<file path="src/rtl/dcsr_pkg.sv">
// Shared word indices and bit positions of the DMA control/status register file.
// Assumes word-aligned accesses; the word index is byte offset bits 4:2.
package dcsr_pkg;
    typedef enum logic [2:0] {
        W_STATUS  = 3'd0,
        W_CONTROL = 3'd1,
        W_DFILL   = 3'd2,
        W_RFILL   = 3'd3,
        W_SEQ     = 3'd4
    } word_e;

    localparam int CTL_W        = 6;
    localparam int CB_STOP      = 0;
    localparam int CB_SWRST     = 1;
    localparam int CB_STOP_ERR  = 2;
    localparam int CB_STOP_EARL = 3;
    localparam int CB_IRQ_EN    = 4;
    localparam int CB_HALT      = 5;

    localparam int SB_IRQ       = 9;
    localparam int STAT_W       = 10;
endpackage

</file>
<file path="src/rtl/dcsr_reset_seq.sv">
// Software reset sequencer: on a start strobe, holds active high for RST_CYCLES
// clock cycles. A start while already active is not expected (the caller masks it).
module dcsr_reset_seq #(
    parameter int RST_CYCLES = 4
) (
    input  logic clk,
    input  logic rst_n,
    input  logic start,
    output logic active
);
    localparam int CW = $clog2(RST_CYCLES + 1);

    logic [CW-1:0] cnt_q;

    // Load the window length on start, count down to zero otherwise.
    always_ff @(posedge clk) begin
        if (!rst_n)
            cnt_q <= '0;
        else if (start)
            cnt_q <= CW'(RST_CYCLES);
        else if (cnt_q != '0)
            cnt_q <= cnt_q - 1'b1;
    end

    assign active = (cnt_q != '0);
endmodule

</file>
<file path="src/rtl/dcsr_control.sv">
// Control register with hardware auto-stop and sticky stopped-on flags.
// Assumes wr_en is already masked during a software reset window and that clr
// covers both the start cycle and the window itself.
module dcsr_control
    import dcsr_pkg::*;
(
    input  logic              clk,
    input  logic              rst_n,
    input  logic              clr,
    input  logic              wr_en,
    input  logic [CTL_W-1:0]  wdata,
    input  logic              ev_error,
    input  logic              ev_early,
    output logic [CTL_W-1:0]  ctl_q,
    output logic              stop_err_q,
    output logic              stop_early_q
);
    logic              hit_err;
    logic              hit_early;
    logic [CTL_W-1:0]  ctl_d;

    assign hit_err   = ev_error && ctl_q[CB_STOP_ERR];
    assign hit_early = ev_early && ctl_q[CB_STOP_EARL];

    // Next control value: software write first, hardware stop ORed on top.
    always_comb begin
        ctl_d = ctl_q;
        if (wr_en) begin
            ctl_d           = wdata;
            ctl_d[CB_SWRST] = 1'b0;
        end
        if (hit_err || hit_early)
            ctl_d[CB_STOP] = 1'b1;
    end

    // Control register storage.
    always_ff @(posedge clk) begin
        if (!rst_n || clr)
            ctl_q <= '0;
        else
            ctl_q <= ctl_d;
    end

    // Sticky stopped-on-error / stopped-on-early-termination flags.
    always_ff @(posedge clk) begin
        if (!rst_n || clr) begin
            stop_err_q   <= 1'b0;
            stop_early_q <= 1'b0;
        end else begin
            if (hit_err)
                stop_err_q <= 1'b1;
            if (hit_early)
                stop_early_q <= 1'b1;
        end
    end
endmodule

</file>
<file path="src/rtl/dcsr_irq.sv">
// Interrupt pending flag: set by completion or error, cleared by a write of 1.
// A set in the same cycle as a clear wins; clr (software reset) beats both.
module dcsr_irq (
    input  logic clk,
    input  logic rst_n,
    input  logic clr,
    input  logic set_ev,
    input  logic w1c,
    output logic pend_q
);
    // Pending flag update with set-over-clear priority.
    always_ff @(posedge clk) begin
        if (!rst_n || clr)
            pend_q <= 1'b0;
        else if (set_ev)
            pend_q <= 1'b1;
        else if (w1c)
            pend_q <= 1'b0;
    end
endmodule

</file>
<file path="src/rtl/dcsr_readback.sv">
// Registered read multiplexer. Samples the selected word on a read strobe and
// holds it otherwise. SEQ_EN selects whether the sequence word is populated.
module dcsr_readback
    import dcsr_pkg::*;
#(
    parameter bit SEQ_EN = 1'b1
) (
    input  logic               clk,
    input  logic               rst_n,
    input  logic               rd_en,
    input  logic [2:0]         word,
    input  logic [STAT_W-1:0]  status,
    input  logic [CTL_W-1:0]   ctl,
    input  logic [15:0]        wr_fill,
    input  logic [15:0]        rd_fill,
    input  logic [15:0]        resp_fill,
    input  logic [15:0]        wr_seq,
    input  logic [15:0]        rd_seq,
    output logic [31:0]        rdata
);
    logic [31:0] seq_word;
    logic [31:0] mux;

    // Sequence word exists only when the option is built in.
    generate
        if (SEQ_EN) begin : g_seq
            assign seq_word = {wr_seq, rd_seq};
        end else begin : g_noseq
            logic unused_seq;
            assign unused_seq = ^{wr_seq, rd_seq};
            assign seq_word   = '0;
        end
    endgenerate

    // Select the addressed word; unmapped words read zero.
    always_comb begin
        unique case (word)
            W_STATUS:  mux = {{(32-STAT_W){1'b0}}, status};
            W_CONTROL: mux = {{(32-CTL_W){1'b0}}, ctl};
            W_DFILL:   mux = {wr_fill, rd_fill};
            W_RFILL:   mux = {16'h0, resp_fill};
            W_SEQ:     mux = seq_word;
            default:   mux = '0;
        endcase
    end

    // Capture on the read strobe, hold otherwise.
    always_ff @(posedge clk) begin
        if (!rst_n)
            rdata <= '0;
        else if (rd_en)
            rdata <= mux;
    end
endmodule

</file>
<file path="src/rtl/dma_csr_regs.sv">
// Control/status register block of a descriptor-driven DMA dispatcher.
// Decodes a word-addressed 32-bit slave port, applies the auto-stop policy,
// keeps the write-1-to-clear interrupt, and sequences the software reset.
// Assumes single-cycle strobes and that bus_wr and bus_rd are not both high.
module dma_csr_regs
    import dcsr_pkg::*;
#(
    parameter bit SEQ_EN     = 1'b1,
    parameter int RST_CYCLES = 4
) (
    input  logic        clk,
    input  logic        rst_n,
    input  logic [4:0]  bus_addr,
    input  logic        bus_wr,
    input  logic        bus_rd,
    input  logic [31:0] bus_wdata,
    output logic [31:0] bus_rdata,
    input  logic        eng_busy,
    input  logic        desc_empty,
    input  logic        desc_full,
    input  logic        resp_empty,
    input  logic        resp_full,
    input  logic [15:0] wr_fill,
    input  logic [15:0] rd_fill,
    input  logic [15:0] resp_fill,
    input  logic [15:0] wr_seq,
    input  logic [15:0] rd_seq,
    input  logic        ev_error,
    input  logic        ev_early,
    input  logic        ev_done,
    output logic        halt_issue,
    output logic        sw_rst_pulse,
    output logic        irq
);
    logic [2:0]        word;
    logic              rst_active;
    logic              wr_ctl;
    logic              swr_start;
    logic              clr_all;
    logic              st_w1c;
    logic [CTL_W-1:0]  ctl_q;
    logic              stop_err_q;
    logic              stop_early_q;
    logic              irq_pend;
    logic [STAT_W-1:0] status;
    logic              unused_bits;

    assign unused_bits = ^{bus_addr[1:0], bus_wdata[31:10], bus_wdata[8:6]};

    // Write decode; control writes are locked out during the reset window.
    assign word      = bus_addr[4:2];
    assign wr_ctl    = bus_wr && (word == W_CONTROL) && !rst_active;
    assign swr_start = wr_ctl && bus_wdata[CB_SWRST];
    assign clr_all   = swr_start || rst_active;
    assign st_w1c    = bus_wr && (word == W_STATUS) && bus_wdata[SB_IRQ];

    dcsr_reset_seq #(.RST_CYCLES(RST_CYCLES)) u_rst (
        .clk    (clk),
        .rst_n  (rst_n),
        .start  (swr_start),
        .active (rst_active)
    );

    dcsr_control u_ctl (
        .clk          (clk),
        .rst_n        (rst_n),
        .clr          (clr_all),
        .wr_en        (wr_ctl),
        .wdata        (bus_wdata[CTL_W-1:0]),
        .ev_error     (ev_error),
        .ev_early     (ev_early),
        .ctl_q        (ctl_q),
        .stop_err_q   (stop_err_q),
        .stop_early_q (stop_early_q)
    );

    dcsr_irq u_irq (
        .clk    (clk),
        .rst_n  (rst_n),
        .clr    (clr_all),
        .set_ev (ev_done || ev_error),
        .w1c    (st_w1c),
        .pend_q (irq_pend)
    );

    // Assemble the live status word.
    always_comb begin
        status    = '0;
        status[0] = eng_busy;
        status[1] = desc_empty;
        status[2] = desc_full;
        status[3] = resp_empty;
        status[4] = resp_full;
        status[5] = ctl_q[CB_STOP] && !eng_busy;
        status[6] = rst_active;
        status[7] = stop_err_q;
        status[8] = stop_early_q;
        status[SB_IRQ] = irq_pend;
    end

    dcsr_readback #(.SEQ_EN(SEQ_EN)) u_rb (
        .clk       (clk),
        .rst_n     (rst_n),
        .rd_en     (bus_rd),
        .word      (word),
        .status    (status),
        .ctl       (ctl_q),
        .wr_fill   (wr_fill),
        .rd_fill   (rd_fill),
        .resp_fill (resp_fill),
        .wr_seq    (wr_seq),
        .rd_seq    (rd_seq),
        .rdata     (bus_rdata)
    );

    assign halt_issue   = ctl_q[CB_HALT];
    assign sw_rst_pulse = rst_active;
    assign irq          = irq_pend && ctl_q[CB_IRQ_EN];
endmodule

</file>
<file path="config.mk">
export PLATFORM = sky130hd
export DESIGN_NAME = dma_csr_regs
export DESIGN_NICKNAME = d
export VERILOG_FILES = /design/src/rtl/dcsr_pkg.sv /design/src/rtl/dcsr_reset_seq.sv /design/src/rtl/dcsr_control.sv /design/src/rtl/dcsr_irq.sv /design/src/rtl/dcsr_readback.sv /design/src/rtl/dma_csr_regs.sv
export SDC_FILE = /design/constraint.sdc
export NUM_CORES = 1
export LEC_CHECK = 0
export BUFFER_PORTS_ARGS = -buffer_cell sky130_fd_sc_hd__buf_2
export CORE_ASPECT_RATIO = 0.7
export CORE_MARGIN = 2
export CORE_UTILIZATION = 32
export CTS_CLUSTER_DIAMETER = 120
export CTS_CLUSTER_SIZE = 25
export DETAILED_ROUTE_END_ITERATION = 7
export GPL_TIMING_DRIVEN = 0
export RECOVER_POWER = 100
export SYNTH_ARGS = -nofsm -noshare
export SYNTH_HDL_FRONTEND = slang
export SYNTH_SLANG_ARGS = --single-unit
</file>
<file path="constraint.sdc">
create_clock -name clk -period 2.7 [get_ports clk]
set_clock_uncertainty 0.2 [all_clocks]
set_input_delay 0.54 -clock clk [delete_from_list [all_inputs] [get_ports clk]]
set_output_delay 0.54 -clock clk [all_outputs]
set_load 0.03 [all_outputs]
</file>
# == Word level (Yosys, flattened, before mapping) ==
# Cells that the tools add are included.
# op_classes
add_sub_neg,1
eq_ne,4
n_mux,7
n_bitwise,1
reduce_logical,22
# ops
op,count
$pmux 32 s5,1
$logic_and 1x1->1,9
$eq 3x2->1 const B,2
$mux 3,2
$reduce_bool 2->1,3
$logic_or 1x1->1,4
$mux 1,4
$eq 3x1->1 const B,1
$eq 3x3->1 const B,1
$logic_not 1->1,3
$logic_not 3->1,1
$reduce_bool 3->1,1
$sub 3x1->3 const B,1
$reduce_or 2->1,1
$not 1->1,1
# word_totals
ff_bits,43
input_bits,129
output_inout_bits,35

# == Logic depth before layout (Yosys ltp) ==
# Gate-level depths: netlist (run 1).
# logic_depth
depth_word,6
depth_mapped,8
depth_no_buf,6

# == Modules after synthesis ==
# From an unflattened synthesis (run 1), not the netlist that was laid out.
# unflattened
cells_unflattened,300
area_unflattened_um2,2690.1
# modules_own_cells
mod,instances,cells_per_inst,area_per_inst_um2,seq_area_each_um2
dcsr_readback,1,242,2129.5,640.6
dcsr_control,1,26,264.0,140.1
dcsr_reset_seq,1,18,167.7,60.1
dma_csr_regs,1,10,88.8,0.0
dcsr_irq,1,4,40.0,20.0

# == Least setup slack after synthesis (run 1) ==
# No wires, ideal clock.
# synth_timing
path_kind,reg2out
startpoint,register u_rst.cnt_q[0]
endpoint,output port sw_rst_pulse
t_arrival_ns,1.134
required_ns,1.960
path_slack_ns,0.826
stages_incl_launch_ff,6
n_path_buf,1
cell_sequence,dfxtp_1 > inv_1 > ha_1 > ha_1 > clkbuf_1 > inv_1
# synth_between
elab_chain_len,1
# synth_rtl
element,line,text
start: declaration,dcsr_reset_seq.sv:13,logic [CW-1:0] cnt_q;
start signal: assignment,dcsr_reset_seq.sv:20,cnt_q <= CW'(RST_CYCLES);
start signal: assignment,dcsr_reset_seq.sv:22,cnt_q <= cnt_q - 1'b1;
$reduce_bool 3->1,dcsr_reset_seq.sv:25,assign active = (cnt_q != '0);
end: declaration,dma_csr_regs.sv:32,"output logic sw_rst_pulse,"
# Every way passes these cells.

# == Worst setup path after layout (run 1) ==
# Same ends and word-level chain as after synthesis.

==> impl_metrics.json, run 1 <==
{
  "status": "finished, final reports clean",
  "dr.pass1.iters": 4,
  "cts_max_level": 2,
  "post-cts-setup-buffer-count": 0,
  "yosys_warnings": 0,
  "seq_area_frac_synth_pct": 36.5,
  "slew_viol_final": 0,
  "min_period_ps": 2440,
  "dp_hpwl_mm": 6.23,
  "die_area_sq_um": 8080,
  "synthArstFlopShare_pct": 0,
  "holdPathStages": 2,
  "synth_compound_area_share_pct": 24.8,
  "synth_area_per_cell_sq_um": 8.07,
  "max_stage_delay_ps": 360,
  "clock-sinks": 43,
  "nets": 567,
  "cts-root-buf": "clkbuf_8",
  "grt_max_degree": 14,
  "worst_pin_slew_ps": 671,
  "startpoint_type": "register",
  "yosysUniqueCellTypes": 34,
  "syn_nets": 424,
  "grtUsageMet2_pct": 29.3,
  "arrival_ps": 1700,
  "core_area_sq_um": 7220,
  "synth_adder_area_share_pct": 1.59,
  "fin_cells": 534,
  "synth_edf_count": 0,
  "num_antenna_cells": 0,
  "worstSetupStartpoint": "u_rst.cnt_q[0]",
  "p_leak_nw": 1.37,
  "cts_resized": 0,
  "muxShareOfSynthArea_pct": 6.16,
  "clk_pin_slew_worst_paths_ps": 80,
  "die_h_um": 75.8,
  "grt.busiest_layer": "met2",
  "dieWidth_um": 107,
  "synth_top_family_by_area": "compound AO/OA/AOI/OAI gates",
  "initial_core_util_pct": 32.6,
  "yosysMostFrequentCell": "dfxtp_1",
  "fin_setup_tns_ps": 0,
  "vias_per_cell": 4.89,
  "synthesis.area_sq_um": 2360,
  "rows": 26,
  "synth_area_leaders": "dfxtp_1 (37%), a22oi_1 (7.3%), and2_1 (4.8%), nand3b_1 (4.8%), a21oi_1 (4.5%)",
  "dr_total_vias": 2611,
  "path_depth": 6,
  "ys.flop_type": "dfxtp_1",
  "pin_count": 164,
  "cts_buffer_depth": 2,
  "slowest_stage": "dfxtp_1",
  "finalWeightedCongestion": 0.834,
  "path_class": "register to output pin",
  "synthSimpleGateAreaFrac_pct": 22.3,
  "grt.total_usage_pct": 18.3,
  "placed_cells": 526,
  "min_period_over_period_pct": 90.2,
  "drcViolationCount": 0,
  "hold_buffers": 0,
  "rr_startpoint": "u_rst.cnt_q[0]",
  "min_path_type": "register to register",
  "multiInputGateArea_sq_um": 1300,
  "cp_max_fo": 9,
  "cap_viol_max_count": 0,
  "clk_latency_ps": 290,
  "reg2regPathDepth": 8,
  "synth_top_area_share_pct": 36.5,
  "ys_ff_latch": 43,
  "ant_nets": 0,
  "yosys.area.top_type": "dfxtp_1",
  "area_growth_pct": 36.6,
  "fill_cells": 778,
  "drt-total-wl_mm": 7.86,
  "place_ws_ps": 567,
  "grt.met1_usage_pct": 25.9,
  "finalHoldViolations": 0,
  "crit_family": "buffers and inverters",
  "path_cells": "inv_1 -> ha_1 -> ha_1 -> clkbuf_1 -> inv_1 -> clkbuf_1",
  "ir_drop_v": 0.000210,
  "cp_num_buf_inv": 4,
  "grt_pass1_wl_mm": 11.6,
  "drt_iter0_drc": 124,
  "use_met3_pct": 4.11,
  "seqCellArea_sq_um": 861,
  "antenna_found_initial": 0,
  "wl_per_cell_um": 14.7,
  "critical_path_required_ps": 1960,
  "synth_cells": 292,
  "slew_headroom_pct": 55.3,
  "critPathCaptureType": "output pin",
  "layout_setup_ws_ps": 264,
  "grt_pass1_vias": 2343,
  "cts_tree": "done",
  "rsz0062_at_grt": "false",
  "drive_gt1_share_pct": 28.2,
  "hold_path.startpoint": "u_ctl.stop_err_q",
  "synthTopCellsByCount": "dfxtp_1 (43), a22oi_1 (23), inv_1 (22), a21oi_1 (21), o21ai_0 (21)",
  "gr-total-overflow": 0,
  "synth-xor-area-share_pct": 0.372,
  "io_buffers": 136,
  "powerDensity_nw_per_um2": 504,
  "finalSetupViolCount": 0,
  "cts_buffers": 5,
  "max_clock_freq_mhz": 411
}
path summary, 6_finish.rpt:
check | endpoint | slack [ps]
hold reg to reg | u_ctl.stop_err_q | 270
setup reg to reg | u_rst.cnt_q[1] | 560
hold / removal | u_ctl.stop_err_q | 270
setup / recovery | sw_rst_pulse | 260
area by class of cell:
| cell class | count | area share [%] |
|---|---|---|
| clock inverters | 2 | 1.09 |
| plain buffers | 22 | 3.03 |
| well taps | 98 | 3.81 |
| multi-input cells | 205 | 40.4 |
| flip-flops and latches | 43 | 26.7 |
| inverters | 22 | 2.57 |
| clock buffers | 6 | 2.57 |
| repair buffers | 136 | 19.8 |
where the power goes:
group          internal, W  total, W  switching [W]
logic             0.000165  0.000400       0.000235
clock network     0.000300  0.000532       0.000232
registers         0.000668  0.000690      0.0000215
total              0.00113   0.00162       0.000489
cell families after synthesis:
group	after synthesis
muxes	14
buffers and inverters	44
DFF	43
adders and majority gates	3
and+or+nand+nor	92
AOI/OAI and AO/OA	95
xor gates and xnor gates	1
metrics by stage:
| stage | util [%] | power, W | area [sq um] | hold slack [ps] |
|---|---|---|---|---|
| 2_1_floorplan | - | 0.000952 | 2360 | 233 |
| 3_3_place_gp | 43.7 | 0.00111 | 3160 | 256 |
| 3_5_place_dp | 43.7 | 0.00111 | 3160 | 260 |
| 4_1_cts | 45.4 | 0.00165 | 3280 | 280 |
| 5_1_grt | 44.6 | 0.00170 | 3220 | 305 |
| 6_report | 44.6 | 0.00162 | 3220 | 274 |
worst min-delay path, delay by kind of cell, from the launching register on:
kind	cells	cell delay, ps
flops	1	340
compound gates	1	40
simple gates	1	70
flip-flops by register name, indices dropped and copies added, names as in the netlist:
| signal | flops |
|---|---|
| u_ctl.ctl_q | 5 |
| u_ctl.stop_early_q | 1 |
| u_ctl.stop_err_q | 1 |
| u_irq.pend_q | 1 |
| u_rb.rdata | 32 |
| u_rst.cnt_q | 3 |
layer usage:
layer / vias up / part of all wire (%)
li1: 1314 / -
met1: 1204 / 47
met2: 91 / 44
met3: 2 / 7.9
met4: 0 / 0.36
met5: - / 0
placed cells by master (no fill, tap or decap), drive strengths merged, types with 3 or more instances in the layout:
cell type / instances
mux2: 4
nand3: 3
nand2: 17
ha: 3
clkbuf: 56
and2: 18
nor3: 4
dfxtp: 43
nor2: 11
a21oi: 21
buf: 108
a211oi: 6
and3: 13
nand3b: 15
nor2b: 6
mux2i: 10
o21ai: 23
a22oi: 23
o22ai: 16
inv: 22
(Power assumes the default switching activity.)
==> inputs of run 2 (changes only) <==
CAP_MARGIN = 20   (was unset)
REMOVE_ABC_BUFFERS = 1   (was unset)
==> impl_metrics.json, run 2 (synthesis results as in run 1) <==
{
  "status": "finished, final reports clean",
  "finalSetupViolCount": 0,
  "max_stage_delay_ps": 350,
  "cts_max_level": 2,
  "critPathCaptureType": "output pin",
  "vias_per_cell": 4.89,
  "reg2regPathDepth": 6,
  "cts_buffers": 5,
  "ant_nets": 0,
  "die_area_sq_um": 8080,
  "dr_total_vias": 2506,
  "cp_num_buf_inv": 3,
  "cts_resized": 0,
  "arrival_ps": 1600,
  "placed_area_sq_um": 3060,
  "grt_max_degree": 41,
  "worst_pin_slew_ps": 891,
  "finalHoldViolations": 0,
  "rsz0062_at_grt": "false",
  "drt-total-wl_mm": 7.04,
  "initial_core_util_pct": 32.6,
  "fill_cells": 764,
  "clk_latency_ps": 290,
  "antenna_found_initial": 0,
  "clock-sinks": 43,
  "powerDensity_nw_per_um2": 479,
  "area_growth_pct": 31.5,
  "num_antenna_cells": 0,
  "r2r_end": "u_rst.cnt_q[1]",
  "max_clock_freq_mhz": 427,
  "final_cell_mix": "buf_2 (100), dfxtp_1 (43), clkbuf_1 (35), a22oi_1 (23), inv_1 (22)",
  "rows": 26,
  "r2r_slack_ps": 820,
  "cts-root-buf": "clkbuf_8",
  "min_path_type": "register to register",
  "drt_iter0_drc": 145,
  "cap_viol_max_count": 0,
  "largestRegisters": "u_rb.rdata (32), u_ctl.ctl_q (5), u_rst.cnt_q (3)",
  "dp_hpwl_mm": 5.31,
  "placed_cells": 505,
  "critical_path_required_ps": 1960,
  "regMostFlops": "u_rb.rdata",
  "final_area_sq_um": 3100,
  "fin_setup_tns_ps": 0,
  "path_class": "register to output pin",
  "drcViolationCount": 0,
  "holdPathStages": 2,
  "hold_buffers": 0,
  "dieWidth_um": 107,
  "io_buffers": 136,
  "rr_startpoint": "u_rst.cnt_q[0]",
  "whs_ps": 271,
  "min_period_ps": 2340,
  "dr.pass1.iters": 4,
  "fin_cells": 512,
  "crit_family": "adder cells",
  "slowest_stage": "dfxtp_1",
  "path_cells": "inv_1 -> ha_1 -> ha_1 -> inv_1 -> clkbuf_1",
  "startpoint_type": "register",
  "final_common_cell": "buf_2",
  "pin_count": 164,
  "slew_viol_final": 0,
  "post-cts-setup-buffer-count": 0,
  "drive_gt1_share_pct": 28.0,
  "die_h_um": 75.8,
  "grt_pass1_wl_mm": 11.0,
  "finalWeightedCongestion": 0.774,
  "largest_reg_flops": 32,
  "gr-total-overflow": 0,
  "hold_path.startpoint": "u_ctl.stop_early_q",
  "grt.total_usage_pct": 17.1,
  "cts_buffer_depth": 2,
  "min_period_over_period_pct": 86.7,
  "hold_path_end": "u_ctl.stop_early_q",
  "ir_drop_v": 0.000191,
  "cp_max_fo": 9,
  "nets": 546,
  "p_leak_nw": 1.31,
  "clk_pin_slew_worst_paths_ps": 80,
  "core_area_sq_um": 7220,
  "cts_tree": "done",
  "slew_headroom_pct": 40.4,
  "wl_per_cell_um": 13.8,
  "power_w": 0.00149,
  "grt_pass1_vias": 2236
}
[run 2: changes by cell type in the layout (fill, tap and decap cells not counted)]
| cell | previous run | this run |
|---|---|---|
| and2_0 | 13 | 11 |
| and2_1 | 5 | 7 |
| buf_2 | 106 | 100 |
| buf_4 | 2 | 1 |
| bufinv_16 | 1 | 0 |
| clkbuf_1 | 50 | 35 |
| clkbuf_2 | 0 | 1 |
| or2_0 | 0 | 1 |
| or2_1 | 1 | 0 |
[run 2: worst max-delay path by stage]
stage | startpoint | endpoint | slack (ps) | depth (start not counted)
final | u_rst.cnt_q[0] | sw_rst_pulse | 360 | 5
after global routing | u_rst.cnt_q[0] | sw_rst_pulse | 260 | 5
after CTS | u_rst.cnt_q[0] | sw_rst_pulse | 470 | 5
after detailed placement | bus_addr[3] | u_rb.rdata[13] | 200 | 5
after global placement | bus_addr[4] | u_rb.rdata[24] | 9 | 5
after floorplan | bus_addr[4] | u_rb.rdata[27] | 870 | 4
[run 2: worst register-to-register path, delay by kind of cell (launching register included)]
kind | cells | cell delay (ps)
adder cells (fa/ha/maj) | 2 | 510
AND/OR/NAND/NOR | 3 | 680
buffers and inverters | 1 | 50
flip-flops | 1 | 330
[run 2: metrics by stage]
step / utilization (%) / setup slack (ps)
finish: 42.9 / 360
global route: 42.9 / 265
CTS: 43.5 / 466
detailed placement: 42.3 / 202
global placement: 42.2 / 9.39
floorplan: - / 873
[run 2: layout make-up]
class	count	area, sq um	area share, %
multi-input cells	205	1300	42.0
flip-flops and latches	43	861	27.8
repair buffers	137	644	20.8
well taps	98	123	3.96
clock buffers	6	82.6	2.66
inverters	22	82.6	2.66
clock inverters	1	5.00	0.161
[run 2: power breakdown]
group	switching [W]	internal, W	leakage (nW)	total [W]
logic	0.000222	0.000159	0.914	0.000381
clock network	0.000215	0.000201	0.0470	0.000416
registers	0.0000201	0.000668	0.349	0.000688
total	0.000457	0.00103	1.31	0.00149
[run 2: routing by layer]
layer | vias up | part of all wire (%) | track usage [%]
li1 | 1272 | - | -
met1 | 1146 | 48 | 23.6
met2 | 86 | 46 | 29.4
met3 | 2 | 5.5 | 2.31
met4 | 0 | 0.48 | 3.46
met5 | - | 0 | 0
==> inputs of run 3 (changes only) <==
ABC_AREA = 1   (was unset)
PLACE_DENSITY = 0.65   (was unset)
==> impl_metrics.json, run 3 <==
{
  "status": "finished, final reports clean",
  "hold_path.startpoint": "u_rst.cnt_q[0]",
  "clk_latency_ps": 290,
  "final_cell_mix": "nand2_1 (174), buf_2 (100), a21oi_1 (43), dfxtp_1 (43), clkbuf_1 (36)",
  "synthTopCellsByCount": "nand2_1 (174), dfxtp_1 (43), a21oi_1 (41), nand3_1 (21), inv_1 (16)",
  "initial_core_util_pct": 33.7,
  "yosysMostFrequentCell": "nand2_1",
  "powerDensity_nw_per_um2": 556,
  "finalHoldViolations": 0,
  "cts_buffer_depth": 2,
  "cts_max_level": 2,
  "synth_area_leaders": "dfxtp_1 (37%), nand2_1 (28%), a21oi_1 (8.9%), nand3_1 (4.5%), nand4_1 (2.7%)",
  "yosys.area.top_type": "dfxtp_1",
  "slew_headroom_pct": 28.7,
  "gr-total-overflow": 0,
  "synth_compound_area_share_pct": 13.2,
  "drt-total-wl_mm": 6.88,
  "synthArstFlopShare_pct": 0,
  "power_w": 0.00173,
  "dieWidth_um": 106,
  "max_stage_delay_ps": 330,
  "p_leak_nw": 1.44,
  "synth_cells": 364,
  "grt_pass1_vias": 2415,
  "antenna_found_initial": 0,
  "cp_max_fo": 8,
  "worstSetupStartpoint": "u_rst.cnt_q[0]",
  "min_period_ps": 2360,
  "nets": 621,
  "rr_startpoint": "u_rst.cnt_q[0]",
  "finalSetupViolCount": 0,
  "grt_max_degree": 34,
  "die_h_um": 75.2,
  "dr.pass1.iters": 4,
  "cts_buffers": 5,
  "vias_per_cell": 4.61,
  "wl_met1_mm": 3.26,
  "largest_reg_flops": 32,
  "ys.flop_type": "dfxtp_1",
  "critPathCaptureType": "output pin",
  "top_layer_used": "met4",
  "drt_iter0_drc": 113,
  "synth-xor-area-share_pct": 0,
  "fin_util_pct": 45.1,
  "synth_adder_area_share_pct": 1.62,
  "synth_top_family_by_area": "simple AND/OR/NAND/NOR gates",
  "grt_pass1_wl_mm": 10.7,
  "seq_area_frac_synth_pct": 37.1,
  "core_area_sq_um": 6880,
  "die_area_sq_um": 7950,
  "pin_count": 164,
  "io_buffers": 136,
  "critical_path_required_ps": 1960,
  "ir_drop_v": 0.000342,
  "drcViolationCount": 0,
  "synth_top_area_share_pct": 37.1,
  "regMostFlops": "u_rb.rdata",
  "slew_viol_final": 0,
  "synthSimpleGateAreaFrac_pct": 40.0,
  "slowest_stage": "dfxtp_1",
  "cp_num_buf_inv": 3,
  "cap_viol_max_count": 0,
  "drive_gt1_share_pct": 24.3,
  "crit_family": "adder cells",
  "startpoint_type": "register",
  "whs_ps": 263,
  "yosys_warnings": 0,
  "arrival_ps": 1620,
  "finalWeightedCongestion": 0.804,
  "wl_per_cell_um": 11.8,
  "rsz0062_at_grt": "false",
  "ys_ff_latch": 43,
  "clk_pin_slew_worst_paths_ps": 80,
  "hold_buffers": 0,
  "dp_hpwl_mm": 5.06,
  "muxShareOfSynthArea_pct": 0,
  "clock-sinks": 43,
  "min_path_type": "register to register",
  "wl_met2_mm": 3.05,
  "path_class": "register to output pin",
  "post-cts-setup-buffer-count": 0,
  "num_antenna_cells": 0,
  "path_cells": "inv_1 -> ha_1 -> ha_1 -> inv_1 -> clkbuf_1",
  "max_clock_freq_mhz": 424,
  "cts_resized": 0,
  "dr_total_vias": 2691,
  "wl_met3_um": 553,
  "synth_area_per_cell_sq_um": 6.37,
  "cts_tree": "done",
  "largestRegisters": "u_rb.rdata (32), u_ctl.ctl_q (5), u_rst.cnt_q (3)",
  "synthesis.area_sq_um": 2320,
  "final_common_cell": "nand2_1",
  "grt.total_usage_pct": 16.8,
  "cts-root-buf": "clkbuf_8",
  "synth_edf_count": 0,
  "rows": 25,
  "fin_setup_tns_ps": 0,
  "min_period_over_period_pct": 87.3,
  "area_growth_pct": 33.9,
  "fill_cells": 760,
  "ant_nets": 0,
  "worst_pin_slew_ps": 1070,
  "yosysUniqueCellTypes": 24
}
-- run 3: changes by cell type in the layout (fill, tap and decap cells not counted), moves of 7 or more --
cell / before / now
and2_1: 7 / 0
and2_0: 11 / 0
and3_1: 13 / 0
nand3_1: 3 / 22
o22ai_1: 16 / 0
a21oi_1: 21 / 43
nand3b_1: 15 / 0
o21ai_0: 21 / 10
mux2i_1: 10 / 0
nand4_1: 0 / 10
a22oi_1: 23 / 0
nand2_1: 16 / 174
-- run 3: metal layers --
layer  up-vias  global-route usage [%]
li1       1414                       -
met2        99                    28.7
met5         -                       0
met1      1176                    21.6
met4         0                    4.39
met3         2                    4.33
-- run 3: final timing paths --
check | cells after the start | to | slack [ps]
setup / recovery | 5 | sw_rst_pulse | 340
hold / removal | 2 | u_rst.cnt_q[0] | 260
setup reg to reg | 8 | u_ctl.ctl_q[2] | 480
hold reg to reg | 2 | u_rst.cnt_q[0] | 260
-- run 3: tightest hold or removal path, cell delays in order, from the launching register on --
cell and delay [ps]:
dfxtp_1 320, nand2_1 50, a21oi_1 50
-- run 3: logic make-up (layout without fill, tap and decap cells) --
| logic type | after synthesis | in the layout |
|---|---|---|
| buf+inv | 38 | 164 |
| compound gates | 58 | 58 |
| flops | 43 | 43 |
| simple gates | 222 | 222 |
| fa+ha+maj | 3 | 3 |
-- run 3: layout make-up --
cell class	count	area, sq um	area share, %
Tap cell	94	118	3.79
Multi-Input combinational cell	283	1250	40.4
Timing Repair Buffer	137	664	21.4
Inverter	19	75.1	2.42
Sequential cell	43	861	27.7
Clock inverter	2	60.1	1.93
Clock buffer	6	72.6	2.34
-- run 3: metrics by stage --
step	setup WS, ps	instances	instance area, sq um
after CTS	440	584	3160
after global routing	224	584	3110
after floorplan	903	345	2210
final	342	584	3110
after detailed placement	296	576	3030
after global placement	322	575	3000
-- run 3: power by group --
group | switching [W] | internal [W]
sequential | 0.0000237 | 0.000678
clock | 0.000221 | 0.000370
combinational | 0.000281 | 0.000154
